### src/rtl/ata_tf_pkg.sv
package ata_tf_pkg;

  typedef enum logic [3:0] {
    ST_IDLE, ST_SRST, ST_EXEC,
    ST_PIN_PREP, ST_PIN_INTR, ST_PIN_XFER,
    ST_POUT_PREP, ST_POUT_INTR, ST_POUT_XFER,
    ST_DMA_PREP, ST_DMA_XFER
  } dev_state_e;

  typedef enum logic [1:0] {CK_NODATA, CK_PIN, CK_POUT, CK_DMA} cmd_kind_e;

  localparam logic [7:0] STS_BSY  = 8'h80;
  localparam logic [7:0] STS_DONE = 8'h50;  // DRDY | SEEK
  localparam logic [7:0] STS_DRQ  = 8'h58;  // DRDY | SEEK | DRQ
  localparam logic [7:0] STS_DMA  = 8'h88;  // BSY | DRQ

  localparam logic [2:0] A_DATA = 3'd0;
  localparam logic [2:0] A_ERR  = 3'd1;
  localparam logic [2:0] A_SC   = 3'd2;
  localparam logic [2:0] A_SN   = 3'd3;
  localparam logic [2:0] A_CL   = 3'd4;
  localparam logic [2:0] A_CH   = 3'd5;
  localparam logic [2:0] A_DH   = 3'd6;
  localparam logic [2:0] A_CMD  = 3'd7;
  localparam logic [2:0] A_CTL  = 3'd2;

  function automatic cmd_kind_e classify(input logic [7:0] code);
    case (code)
      8'h20:        classify = CK_PIN;
      8'h30:        classify = CK_POUT;
      8'hC8, 8'hCA: classify = CK_DMA;
      default:      classify = CK_NODATA;
    endcase
  endfunction

endpackage

### src/rtl/ata_tf_regs.sv
module ata_tf_regs
  import ata_tf_pkg::*;
#(
  parameter int          MAX_SECS = 128,
  parameter logic        DEV_ID   = 1'b0
) (
  input  logic        clk_i,
  input  logic        rst_ni,
  input  logic        wr_i,
  input  logic        ctl_sel_i,
  input  logic [2:0]  addr_i,
  input  logic [7:0]  wbyte_i,
  input  logic        bsy_i,
  input  logic        idle_i,
  output logic        sel_o,
  output logic [7:0]  sc_o,
  output logic [7:0]  sn_o,
  output logic [7:0]  cl_o,
  output logic [7:0]  ch_o,
  output logic [7:0]  dh_o,
  output logic [7:0]  feat_o,
  output logic [7:0]  cmd_o,
  output logic        cmd_wr_o,
  output logic [27:0] lba_o,
  output logic        lba_mode_o,
  output logic [7:0]  sec_total_o
);

  localparam logic [7:0] MAX_B = 8'(MAX_SECS);

  logic wr_cb, wr_sel;

  assign sel_o    = (dh_o[4] == DEV_ID);
  assign wr_cb    = wr_i && !ctl_sel_i && !bsy_i;
  assign wr_sel   = wr_cb && sel_o;
  assign cmd_wr_o = wr_sel && (addr_i == A_CMD) && idle_i;

  always_ff @(posedge clk_i or negedge rst_ni) begin
    if (!rst_ni) begin
      sc_o <= '0; sn_o <= '0; cl_o <= '0; ch_o <= '0;
      dh_o <= '0; feat_o <= '0; cmd_o <= '0;
    end else begin
      if (wr_cb && addr_i == A_DH) dh_o <= wbyte_i;  // both devices latch
      if (wr_sel) begin
        case (addr_i)
          A_ERR: feat_o <= wbyte_i;
          A_SC:  sc_o   <= wbyte_i;
          A_SN:  sn_o   <= wbyte_i;
          A_CL:  cl_o   <= wbyte_i;
          A_CH:  ch_o   <= wbyte_i;
          default: ;
        endcase
      end
      if (cmd_wr_o) cmd_o <= wbyte_i;
    end
  end

  assign lba_o       = {dh_o[3:0], ch_o, cl_o, sn_o};
  assign lba_mode_o  = dh_o[6];
  assign sec_total_o = (sc_o == 8'd0 || sc_o > MAX_B) ? MAX_B : sc_o;

  a_r6_bsy_blocks_writes: assert property (@(posedge clk_i) disable iff (!rst_ni)
    (bsy_i && wr_i && !ctl_sel_i) |=> $stable({sc_o, sn_o, cl_o, ch_o, dh_o, feat_o}));

  a_r5_unsel_ignored: assert property (@(posedge clk_i) disable iff (!rst_ni)
    (!sel_o && wr_i && !ctl_sel_i && addr_i != A_DH) |=> $stable({sc_o, sn_o, cl_o, ch_o, feat_o, cmd_o}));

endmodule

### src/rtl/ata_tf_ctrl.sv
module ata_tf_ctrl
  import ata_tf_pkg::*;
(
  input  logic       clk_i,
  input  logic       rst_ni,
  input  logic       wr_i,
  input  logic       rd_i,
  input  logic       ctl_sel_i,
  input  logic [2:0] addr_i,
  input  logic       nien_d_i,
  input  logic       srst_d_i,
  input  logic       sel_i,
  input  logic       intr_set_i,
  output logic       srst_o,
  output logic       intrq_o
);

  logic nien_q, pend_q, ctl_wr, stat_rd;

  assign ctl_wr  = wr_i && ctl_sel_i && (addr_i == A_CTL);
  assign stat_rd = rd_i && !ctl_sel_i && (addr_i == A_CMD) && sel_i;

  always_ff @(posedge clk_i or negedge rst_ni) begin
    if (!rst_ni) begin
      nien_q <= 1'b0;
      srst_o <= 1'b0;
      pend_q <= 1'b0;
    end else begin
      if (ctl_wr) begin
        nien_q <= nien_d_i;
        srst_o <= srst_d_i;
      end
      if (srst_o)          pend_q <= 1'b0;
      else if (intr_set_i) pend_q <= 1'b1;
      else if (stat_rd)    pend_q <= 1'b0;
    end
  end

  assign intrq_o = pend_q && !nien_q;

  a_r11_status_read_clears: assert property (@(posedge clk_i) disable iff (!rst_ni)
    (stat_rd && !intr_set_i) |=> !pend_q);

  a_r12_srst_clears_pending: assert property (@(posedge clk_i) disable iff (!rst_ni)
    srst_o |=> !intrq_o);

endmodule

### src/rtl/ata_tf_fsm.sv
module ata_tf_fsm
  import ata_tf_pkg::*;
#(
  parameter int WORDS_PER_SEC = 256
) (
  input  logic       clk_i,
  input  logic       rst_ni,
  input  logic       srst_i,
  input  logic       cmd_wr_i,
  input  logic [7:0] cmd_i,
  input  logic [7:0] sec_total_i,
  input  logic       data_rd_i,
  input  logic       data_wr_i,
  input  logic       xfer_rdy_i,
  input  logic       xfer_done_i,
  output logic [7:0] status_o,
  output logic       idle_o,
  output logic       pin_xfer_o,
  output logic       intr_set_o,
  output logic       cmd_start_o,
  output logic       dma_go_o,
  output logic       pio_rd_o,
  output logic       pio_wr_o
);

  localparam int WCW = (WORDS_PER_SEC > 1) ? $clog2(WORDS_PER_SEC) : 1;
  localparam logic [WCW-1:0] LAST_W = WCW'(WORDS_PER_SEC - 1);

  dev_state_e      state_q;
  logic [WCW-1:0]  words_q;
  logic [7:0]      secs_q;
  logic            last_w, last_s;

  assign last_w     = (words_q == LAST_W);
  assign last_s     = (secs_q == 8'd1);
  assign idle_o     = (state_q == ST_IDLE);
  assign pin_xfer_o = (state_q == ST_PIN_XFER);
  assign dma_go_o   = (state_q == ST_DMA_XFER);
  assign pio_rd_o   = data_rd_i && (state_q == ST_PIN_XFER);
  assign pio_wr_o   = data_wr_i && (state_q == ST_POUT_XFER);

  always_comb begin
    intr_set_o = 1'b0;
    if (!srst_i) begin
      case (state_q)
        ST_PIN_INTR, ST_POUT_INTR: intr_set_o = 1'b1;
        ST_EXEC, ST_DMA_XFER:      intr_set_o = xfer_done_i;
        default:                   intr_set_o = 1'b0;
      endcase
    end
  end

  always_ff @(posedge clk_i or negedge rst_ni) begin
    if (!rst_ni) begin
      state_q     <= ST_IDLE;
      status_o    <= STS_DONE;
      words_q     <= '0;
      secs_q      <= '0;
      cmd_start_o <= 1'b0;
    end else begin
      cmd_start_o <= 1'b0;
      if (srst_i) begin
        state_q  <= ST_SRST;
        status_o <= STS_BSY;
      end else begin
        case (state_q)
          ST_IDLE: if (cmd_wr_i) begin
            cmd_start_o <= 1'b1;
            secs_q      <= sec_total_i;
            words_q     <= '0;
            status_o    <= STS_BSY;
            case (classify(cmd_i))
              CK_PIN:  state_q <= ST_PIN_PREP;
              CK_POUT: state_q <= ST_POUT_PREP;
              CK_DMA:  state_q <= ST_DMA_PREP;
              default: state_q <= ST_EXEC;
            endcase
          end
          ST_SRST: begin
            state_q  <= ST_IDLE;
            status_o <= STS_DONE;
          end
          ST_EXEC, ST_DMA_XFER: if (xfer_done_i) begin
            state_q  <= ST_IDLE;
            status_o <= STS_DONE;
          end
          ST_PIN_PREP: if (xfer_rdy_i) begin
            state_q  <= ST_PIN_INTR;
            status_o <= STS_DRQ;
          end
          ST_POUT_PREP: if (xfer_rdy_i) begin
            state_q  <= ST_POUT_INTR;
            status_o <= STS_DRQ;
          end
          ST_DMA_PREP: if (xfer_rdy_i) begin
            state_q  <= ST_DMA_XFER;
            status_o <= STS_DMA;
          end
          ST_PIN_INTR:  state_q <= ST_PIN_XFER;
          ST_POUT_INTR: state_q <= ST_POUT_XFER;
          ST_PIN_XFER, ST_POUT_XFER: begin
            if ((state_q == ST_PIN_XFER) ? data_rd_i : data_wr_i) begin
              words_q <= words_q + WCW'(1);
              if (last_w) begin
                words_q <= '0;
                secs_q  <= secs_q - 8'd1;
                if (!last_s) begin
                  state_q  <= (state_q == ST_PIN_XFER) ? ST_PIN_PREP : ST_POUT_PREP;
                  status_o <= STS_BSY;
                end else if (state_q == ST_PIN_XFER) begin
                  state_q  <= ST_IDLE;
                  status_o <= STS_DONE;
                end else begin
                  state_q  <= ST_EXEC;  // wait for media flush
                  status_o <= STS_BSY;
                end
              end
            end
          end
          default: begin
            state_q  <= ST_IDLE;
            status_o <= STS_DONE;
          end
        endcase
      end
    end
  end

  a_r7_done_exact: assert property (@(posedge clk_i) disable iff (!rst_ni)
    (state_q == ST_EXEC && xfer_done_i && !srst_i) |=> (status_o == STS_DONE));

  a_r8_last_read_done: assert property (@(posedge clk_i) disable iff (!rst_ni)
    (state_q == ST_PIN_XFER && data_rd_i && last_w && last_s && !srst_i)
      |=> (status_o == STS_DONE && !intr_set_o));

  a_r10_bsy_drq_only_dma: assert property (@(posedge clk_i) disable iff (!rst_ni)
    (status_o[7] && status_o[3]) |-> dma_go_o);

  a_r12_srst_forces_bsy: assert property (@(posedge clk_i) disable iff (!rst_ni)
    srst_i |=> (status_o == STS_BSY));

endmodule

### src/rtl/ata_taskfile.sv
module ata_taskfile
  import ata_tf_pkg::*;
#(
  parameter int   DATA_W        = 16,
  parameter int   WORDS_PER_SEC = 256,
  parameter int   MAX_SECS      = 128,
  parameter logic DEV_ID        = 1'b0
) (
  input  logic              clk_i,
  input  logic              rst_ni,
  input  logic              ctl_sel_i,
  input  logic [2:0]        addr_i,
  input  logic              wr_i,
  input  logic              rd_i,
  input  logic [DATA_W-1:0] wdata_i,
  output logic [DATA_W-1:0] rdata_o,
  output logic              intrq_o,
  output logic              cmd_start_o,
  output logic [7:0]        cmd_o,
  output logic [7:0]        feat_o,
  output logic [27:0]       lba_o,
  output logic              lba_mode_o,
  output logic [7:0]        sec_total_o,
  input  logic              xfer_rdy_i,
  input  logic              xfer_done_i,
  output logic              dma_go_o,
  output logic              pio_rd_o,
  output logic              pio_wr_o,
  output logic [DATA_W-1:0] pio_wdata_o,
  input  logic [DATA_W-1:0] media_rdata_i
);

  localparam int PAD_W = DATA_W - 8;

  logic       sel, cmd_wr, idle, pin_xfer, intr_set, srst;
  logic       data_rd, data_wr;
  logic [7:0] sc, sn, cl, ch, dh, status, rbyte;

  assign data_rd     = rd_i && !ctl_sel_i && (addr_i == A_DATA) && sel;
  assign data_wr     = wr_i && !ctl_sel_i && (addr_i == A_DATA) && sel;
  assign pio_wdata_o = wdata_i;

  ata_tf_regs #(.MAX_SECS(MAX_SECS), .DEV_ID(DEV_ID)) u_regs (
    .clk_i, .rst_ni, .wr_i, .ctl_sel_i, .addr_i,
    .wbyte_i(wdata_i[7:0]), .bsy_i(status[7]), .idle_i(idle),
    .sel_o(sel), .sc_o(sc), .sn_o(sn), .cl_o(cl), .ch_o(ch), .dh_o(dh),
    .feat_o, .cmd_o, .cmd_wr_o(cmd_wr), .lba_o, .lba_mode_o, .sec_total_o
  );

  ata_tf_ctrl u_ctrl (
    .clk_i, .rst_ni, .wr_i, .rd_i, .ctl_sel_i, .addr_i,
    .nien_d_i(wdata_i[1]), .srst_d_i(wdata_i[2]), .sel_i(sel),
    .intr_set_i(intr_set), .srst_o(srst), .intrq_o
  );

  ata_tf_fsm #(.WORDS_PER_SEC(WORDS_PER_SEC)) u_fsm (
    .clk_i, .rst_ni, .srst_i(srst), .cmd_wr_i(cmd_wr), .cmd_i(wdata_i[7:0]),
    .sec_total_i(sec_total_o), .data_rd_i(data_rd), .data_wr_i(data_wr),
    .xfer_rdy_i, .xfer_done_i, .status_o(status), .idle_o(idle),
    .pin_xfer_o(pin_xfer), .intr_set_o(intr_set), .cmd_start_o,
    .dma_go_o, .pio_rd_o, .pio_wr_o
  );

  always_comb begin
    rbyte = 8'h00;
    if (ctl_sel_i) begin
      if (addr_i == A_CTL) rbyte = status;
    end else begin
      case (addr_i)
        A_SC:    rbyte = sc;
        A_SN:    rbyte = sn;
        A_CL:    rbyte = cl;
        A_CH:    rbyte = ch;
        A_DH:    rbyte = dh;
        A_CMD:   rbyte = status;
        default: rbyte = 8'h00;  // error byte stays clear
      endcase
    end
  end

  always_comb begin
    if (!sel)
      rdata_o = '0;
    else if (!ctl_sel_i && addr_i == A_DATA)
      rdata_o = pin_xfer ? media_rdata_i : '0;
    else
      rdata_o = {{PAD_W{1'b0}}, rbyte};
  end

  a_r5_unselected_reads_zero: assert property (@(posedge clk_i) disable iff (!rst_ni)
    !sel |-> (rdata_o == '0));

endmodule

### config.mk
export PLATFORM = sky130hd
export DESIGN_NAME = ata_taskfile
export DESIGN_NICKNAME = d
export VERILOG_FILES = /design/src/rtl/ata_tf_pkg.sv /design/src/rtl/ata_tf_regs.sv /design/src/rtl/ata_tf_ctrl.sv /design/src/rtl/ata_tf_fsm.sv /design/src/rtl/ata_taskfile.sv
export SDC_FILE = /design/constraint.sdc
export NUM_CORES = 1
export LEC_CHECK = 0
export BUFFER_PORTS_ARGS = -buffer_cell sky130_fd_sc_hd__buf_2
export CAP_MARGIN = 5
export CORE_MARGIN = 5
export CORE_UTILIZATION = 59
export CTS_BUF_LIST = sky130_fd_sc_hd__clkbuf_4 sky130_fd_sc_hd__clkbuf_8
export CTS_CLUSTER_SIZE = 16
export DETAILED_ROUTE_END_ITERATION = 10
export GPL_TIMING_DRIVEN = 0
export PLACE_DENSITY_LB_ADDON = 0.12
export SYNTH_ARGS = -nofsm -noshare
export SYNTH_HDL_FRONTEND = slang
export SYNTH_SLANG_ARGS = --single-unit
### constraint.sdc
create_clock -name clk_i -period 6.2 [get_ports clk_i]
set_input_delay 0.31 -clock clk_i [delete_from_list [all_inputs] [get_ports clk_i]]
set_output_delay 0.31 -clock clk_i [all_outputs]
set_load 0.05 [all_outputs]
# --- After elaboration in Yosys (flattened, before gate mapping) ---
# Index checks and enable logic that the tools add are counted.
# Widths: inputs -> output; s select.
totals:
  wordCells: 150
  register_bits: 88
  out_inout_bits: 90
classes:
  order_cmp: 1
  eq_ne: 37
  muxes: 51
  bitwise_logic: 2
  add_sub_neg: 2
  reduce_logical: 42
op_table:
  columns: ["cell", "count"]
  rows:
  - ["$mux 8", 18]
  - ["$pmux 8 s6", 2]
  - ["$mux 16", 3]
  - ["$mux 4", 9]
  - ["$pmux 4 s8", 1]
  - ["$pmux 8 s2", 2]
  - ["$eq 8x8->1 const B", 3]
  - ["$logic_and 1x1->1", 19]
  - ["$eq 4x3->1 const B", 4]
  - ["$eq 8x6->1 const B", 2]
  - ["$reduce_and 7->1", 2]
  - ["$eq 3x3->1 const B", 4]
  - ["$eq 4x4->1 const B", 3]
  - ["$ne 3x3->1 const B", 4]
  - ["$pmux 4 s3", 1]
  - ["$reduce_and 2->1", 5]
  - ["$reduce_or 2->1", 5]
  - ["$ne 3x2->1 const B", 3]
  - ["$add 8x1->8 const B", 1]
  - ["$eq 4x2->1 const B", 2]
  - ["$eq 8x1->1 const B", 1]
  - ["$gt 8x8->1 const B", 1]
  - ["$logic_not 8->1", 1]
  - ["$mux 1", 8]
  - ["other kinds (21)", 31]

# --- Logic depth before layout (Yosys ltp) ---
logic_depth:
  ltp_word: 14
  mapped_depth: 8
  depth_no_buf: 6

# --- Modules after synthesis ---
# A second synthesis with hierarchy kept.
unflattened:
  cells_unflattened: 539
  hier_area_um2: 5395.2
modules_own_cells:
  columns: ["module", "seq_area_each_um2", "n_inst", "cells_each", "area_per_inst_um2"]
  rows:
  - ["ata_tf_regs", 1401.3, 1, 168, 2471.1]
  - ["ata_tf_fsm", 601.8, 1, 222, 1829.3]
  - ["ata_taskfile", 0.0, 1, 136, 949.7]
  - ["ata_tf_ctrl", 75.1, 1, 13, 145.1]

# --- Worst setup path after synthesis ---
# Ideal clock, no wire load.
synth_timing:
  path_kind: "reg-to-output"
  start: "register u_fsm.state_q[1]"
  end: "output dma_go_o"
  arrival_ps: 2676
  path_buffers: 2
  path_slack_ps: 3214
  path_stages_with_launch: 5
  cell_sequence: "dfrtp_1 clkbuf_1 clkbuf_1 inv_1 nor4b_1"
synth_via:
  elab_chain_len: 1
synth_rtl:
  columns: ["item", "line", "rtl"]
  rows:
  - ["start: declaration", "ata_tf_fsm.sv:29", "dev_state_e state_q;"]
  - ["start signal: assignment", "ata_tf_fsm.sv:108", "state_q <= (state_q == ST_PIN_XFER) ? ST_PIN_PREP : ST_POUT_PREP;"]
  - ["$eq 4x4->1", "ata_tf_fsm.sv:38", "assign dma_go_o = (state_q == ST_DMA_XFER);"]
  - ["end: declaration", "ata_taskfile.sv:26", "output logic dma_go_o,"]
# No other way between the ends.

# --- Worst setup path after layout ---
layout_timing:
  start: "input addr_i[1]"
  end: "output rdata_o[6]"
layout_via:
  elab_chain_len: 5
layout_rtl:
  columns: ["item", "line", "rtl"]
  rows:
  - ["start: declaration", "ata_taskfile.sv:12", "input logic [2:0] addr_i,"]
  - ["$eq 3x3->1 (tied with other cells)", "ata_taskfile.sv:69", "case (addr_i)"]
  - ["$pmux 8 s6 or $mux 8 (tied branches)", "ata_taskfile.sv:69, ata_taskfile.sv:67", null]
  - ["$mux 8", "ata_taskfile.sv:66", "if (ctl_sel_i) begin"]
  - ["$mux 16 *", "ata_taskfile.sv:84", "else if (!ctl_sel_i && addr_i == A_DATA)"]
  - ["$mux 16 *", "ata_taskfile.sv:82", "if (!sel)"]
  - ["end: declaration", "ata_taskfile.sv:16", "output logic [DATA_W-1:0] rdata_o,"]
# Mark *: on every way between the ends. The rest lies on a longest branch, timed or not.

==> summary.txt <==
Synth
  – Net Count, Synth: 549
  – Post-Syn Area: 5006 um^2
  – Cells after Synth: 504
  – Sequential-to-total area share from yosys stat: 41.51%
  – FFs w/ async S/R, synth: 100.0%
  – Post-synth EDFFs: 0
  – Netlist cell types: 67
  – Syn_area_per_cell: 9.933 um^2
  – #FFs+latches synth: 83
  – Synth Warn #: 0
  – Main synth FF type: dfrtp_1

STA
  – Layout Skew: 0.01234 ns
  – Max Freq: 333.4 MHz
  – RSZ-0062 raised after global routing: false
  – Crit share post-route: 48.38%
  – Final Setup Violations: 0
  – Slew Viols, Final: 0
  – Worst Slack Setup Final: 3.201 ns
  – Worst slew pin tran: 1.128 ns
  – Final Critical Period: 2.999 ns
  – Setup TNS Final: 0 ns
  – Final Hold Viols: 0
  – Slew headroom: 24.19%

Floorplanning
  – Die height: 102.1 um
  – # IOs: 132
  – Die ar.: 10,430 um^2
  – # rows: 33
  – Die Span X: 102.1 um
  – Initial Util: 60.62%
  – Core ar.: 8258 um^2

Drt
  – Vias: 4,697
  – Routed Antenna Nets: 0
  – Total routed wirelength: 14,570 um
  – DR WL/cell: 19.47 um
  – DRC: 0
  – DRT iter0 DRCs: 370
  – First drt pass iteration count: 5
  – Via-to-Cell Ratio: 6.279

Power
  – Maximum VDD drop: 0.3963 mV
  – Power per cell area: 458.7 nW/um^2
  – Lkg Pwr: 2.846 nW

Clock tree
  – CTS H-tree lvls: 3
  – Clk_lat worst skew: 0.36 ns
  – Total CTS buffers: 9
  – Clock slew at reported path FFs: 0.10 ns
  – CTS tree: done
  – Total setup buffers inserted after CTS: 0
  – Max Buffers Root-to-Sink: 2
  – Sink Count: 83
  – Root Buffer: clkbuf_8
  – PostCTS Resize Cnt: 0

Worst setup path
  – Startpoint types: primary input
  – CP Max Fanout: 10
  – WP data required: 5.89 ns
  – Crit path buf inv count: 5
  – Critical path class: primary input to output port
  – Cell Chain, Critical Path: buf_2 > clkbuf_1 > clkbuf_1 > clkbuf_1 > nand4_1 > a311oi_1 > buf_2
  – Worst stage delay on the critical path: 0.47 ns
  – Crit path max-delay family: buffers and inverters
  – CP most frequent cell: clkbuf_1
  – Crit path DAT: 2.69 ns
  – Critical path's slowest cell: clkbuf_1
  – CP endpoint kind: output port

Place
  – DP HPWL: 10,700 um
  – Post-DP Area: 5773 um^2
  – Pre-CTS setup slack: 3.319 ns
  – IO buf count: 121
  – Final Wtd Congestion: 0.9389

Global route
  – First-pass GRT wire length: 23,140 um
  – Total GRT Usage: 28.35%
  – Initial antenna violation count: 0
  – Largest net degree at the start of global routing: 69
  – Vias in the first global route: 4,556
  – Overflow after GRT: 0

Cells and area
  – Layout cells sized above 1: 36.55%
  – Synth-to-Final Area Change: 19.45%
  – Fillers: 627
  – Antenna cells: 0
  – NumNets Final: 683
  – Final Cell Area: 5979 um^2

Run
  – Max_cap viols: 0

Status
  – Status: complete, no violations

Min path
  – Worst min path class: primary input to async pin
[placed cells by master (no fill, tap or decap), types with 4 or more instances in the layout]
cell type,synthesis,routed
mux2_2,60,60
nand2_1,25,25
a21oi_1,26,26
nor2_1,26,26
clkbuf_8,0,9
and2_1,14,14
o22ai_1,5,5
dfrtp_1,82,82
nand2b_1,8,8
a22o_1,7,7
a31oi_1,7,7
buf_2,1,121
nor4_1,6,6
o211ai_1,4,4
o21ai_0,21,21
clkbuf_1,28,28
or2_2,5,5
or3_1,7,7
nand3_1,9,9
o31ai_1,8,8
mux2i_1,8,8
nor2b_1,14,14
a2bb2oi_1,4,4
inv_1,9,9
nand3b_1,7,7
nor3_1,11,11
and3_1,7,7
buf_4,20,21
a211oi_1,4,4
nand4_1,6,6
[report_power, final]
group / internal, mW / switching [mW]
clock network: 0.157 / 0.233
logic: 0.456 / 1.01
registers: 0.728 / 0.162
total: 1.34 / 1.40
[worst paths after layout]
path                       slack (ns)                end              from  cells after the start
hold reg to reg                  0.51    u_regs.cmd_o[2]   u_regs.cmd_o[2]                      1
hold / removal                   0.35   u_fsm.state_q[3]            rst_ni                      2
setup reg to reg                 3.46    u_regs.cmd_o[5]  u_fsm.state_q[0]                      5
min in group clk_i               0.37    u_regs.cmd_o[6]        wdata_i[6]                      2
setup / recovery                 3.20         rdata_o[6]         addr_i[1]                      7
max in group asynchronous        5.20  u_fsm.status_o[6]            rst_ni                      3
[kinds of logic (layout without fill, tap and decap cells)]
group / after synthesis / in the layout / synth area share (%)
adder cells (fa/ha/maj): 3 / 3 / 0.7499
multiplexers: 69 / 69 / 15.40
flip-flops: 83 / 83 / 41.51
AO/OA/AOI/OAI: 119 / 119 / 16.50
buffers and inverters: 62 / 201 / 6.323
AND/OR/NAND/NOR: 168 / 168 / 19.52
[synth_stat cells (11+ instances only)]
cell / count / area, um^2
nor2b_1: 14 / 87.58
nor2_1: 26 / 97.59
dfrtp_1: 82 / 2052
buf_4: 20 / 150.1
a21oi_1: 26 / 130.1
o21ai_0: 21 / 105.1
mux2_2: 60 / 675.7
nand2_1: 25 / 93.84
clkbuf_1: 28 / 105.1
nor3_1: 11 / 55.05
and2_1: 14 / 87.58
[sequential cells by signal, indices dropped and copies added (netlist names), 3 cells and up]
name,count
u_fsm.secs_q,8
u_fsm.words_q,8
u_regs.ch_o,8
u_regs.cl_o,8
u_regs.cmd_o,8
u_regs.dh_o,8
u_regs.feat_o,8
u_regs.sc_o,8
u_regs.sn_o,8
u_fsm.state_q,4
u_fsm.status_o,3
[metal layers]
layer / vias to the layer above / track usage, % / wire (um)
li1: 2117 / - / -
met1: 2261 / 37.73 / 5738
met2: 286 / 46.83 / 7024
met3: 33 / 5.119 / 1458
met4: 0 / 9.788 / 343
met5: - / 0 / 0
[final cells by class]
type,count,area (um^2),area share [%]
Timing Repair Buffer,123,645.6,10.80
Buffer,53,282.8,4.729
Clock buffer,9,123.9,2.072
Sequential cell,83,2078,34.76
Tap cell,105,131.4,2.197
Inverter,9,33.78,0.5650
Multi-Input combinational cell,359,2611,43.67
Clock inverter,7,72.57,1.214
[stage by stage]
stage               util, %  cells  hold WS, ns  power (mW)
global route          72.41    748       0.3560       2.884
floorplan                 -    504      0.01441       1.977
global placement      69.55    730       0.4830       2.305
CTS                   72.41    748       0.3462       2.734
finish                72.41    748       0.3484       2.743
detailed placement    69.91    731       0.1912       2.344
[repair_timing]
item | in CTS | in global routing
endpoints found under the setup margin | 0 | 0
hold buffers | 1 | 0
endpoints found under the hold margin | 15 | 0
No activity file was read; power rests on OpenSTA's default activity.
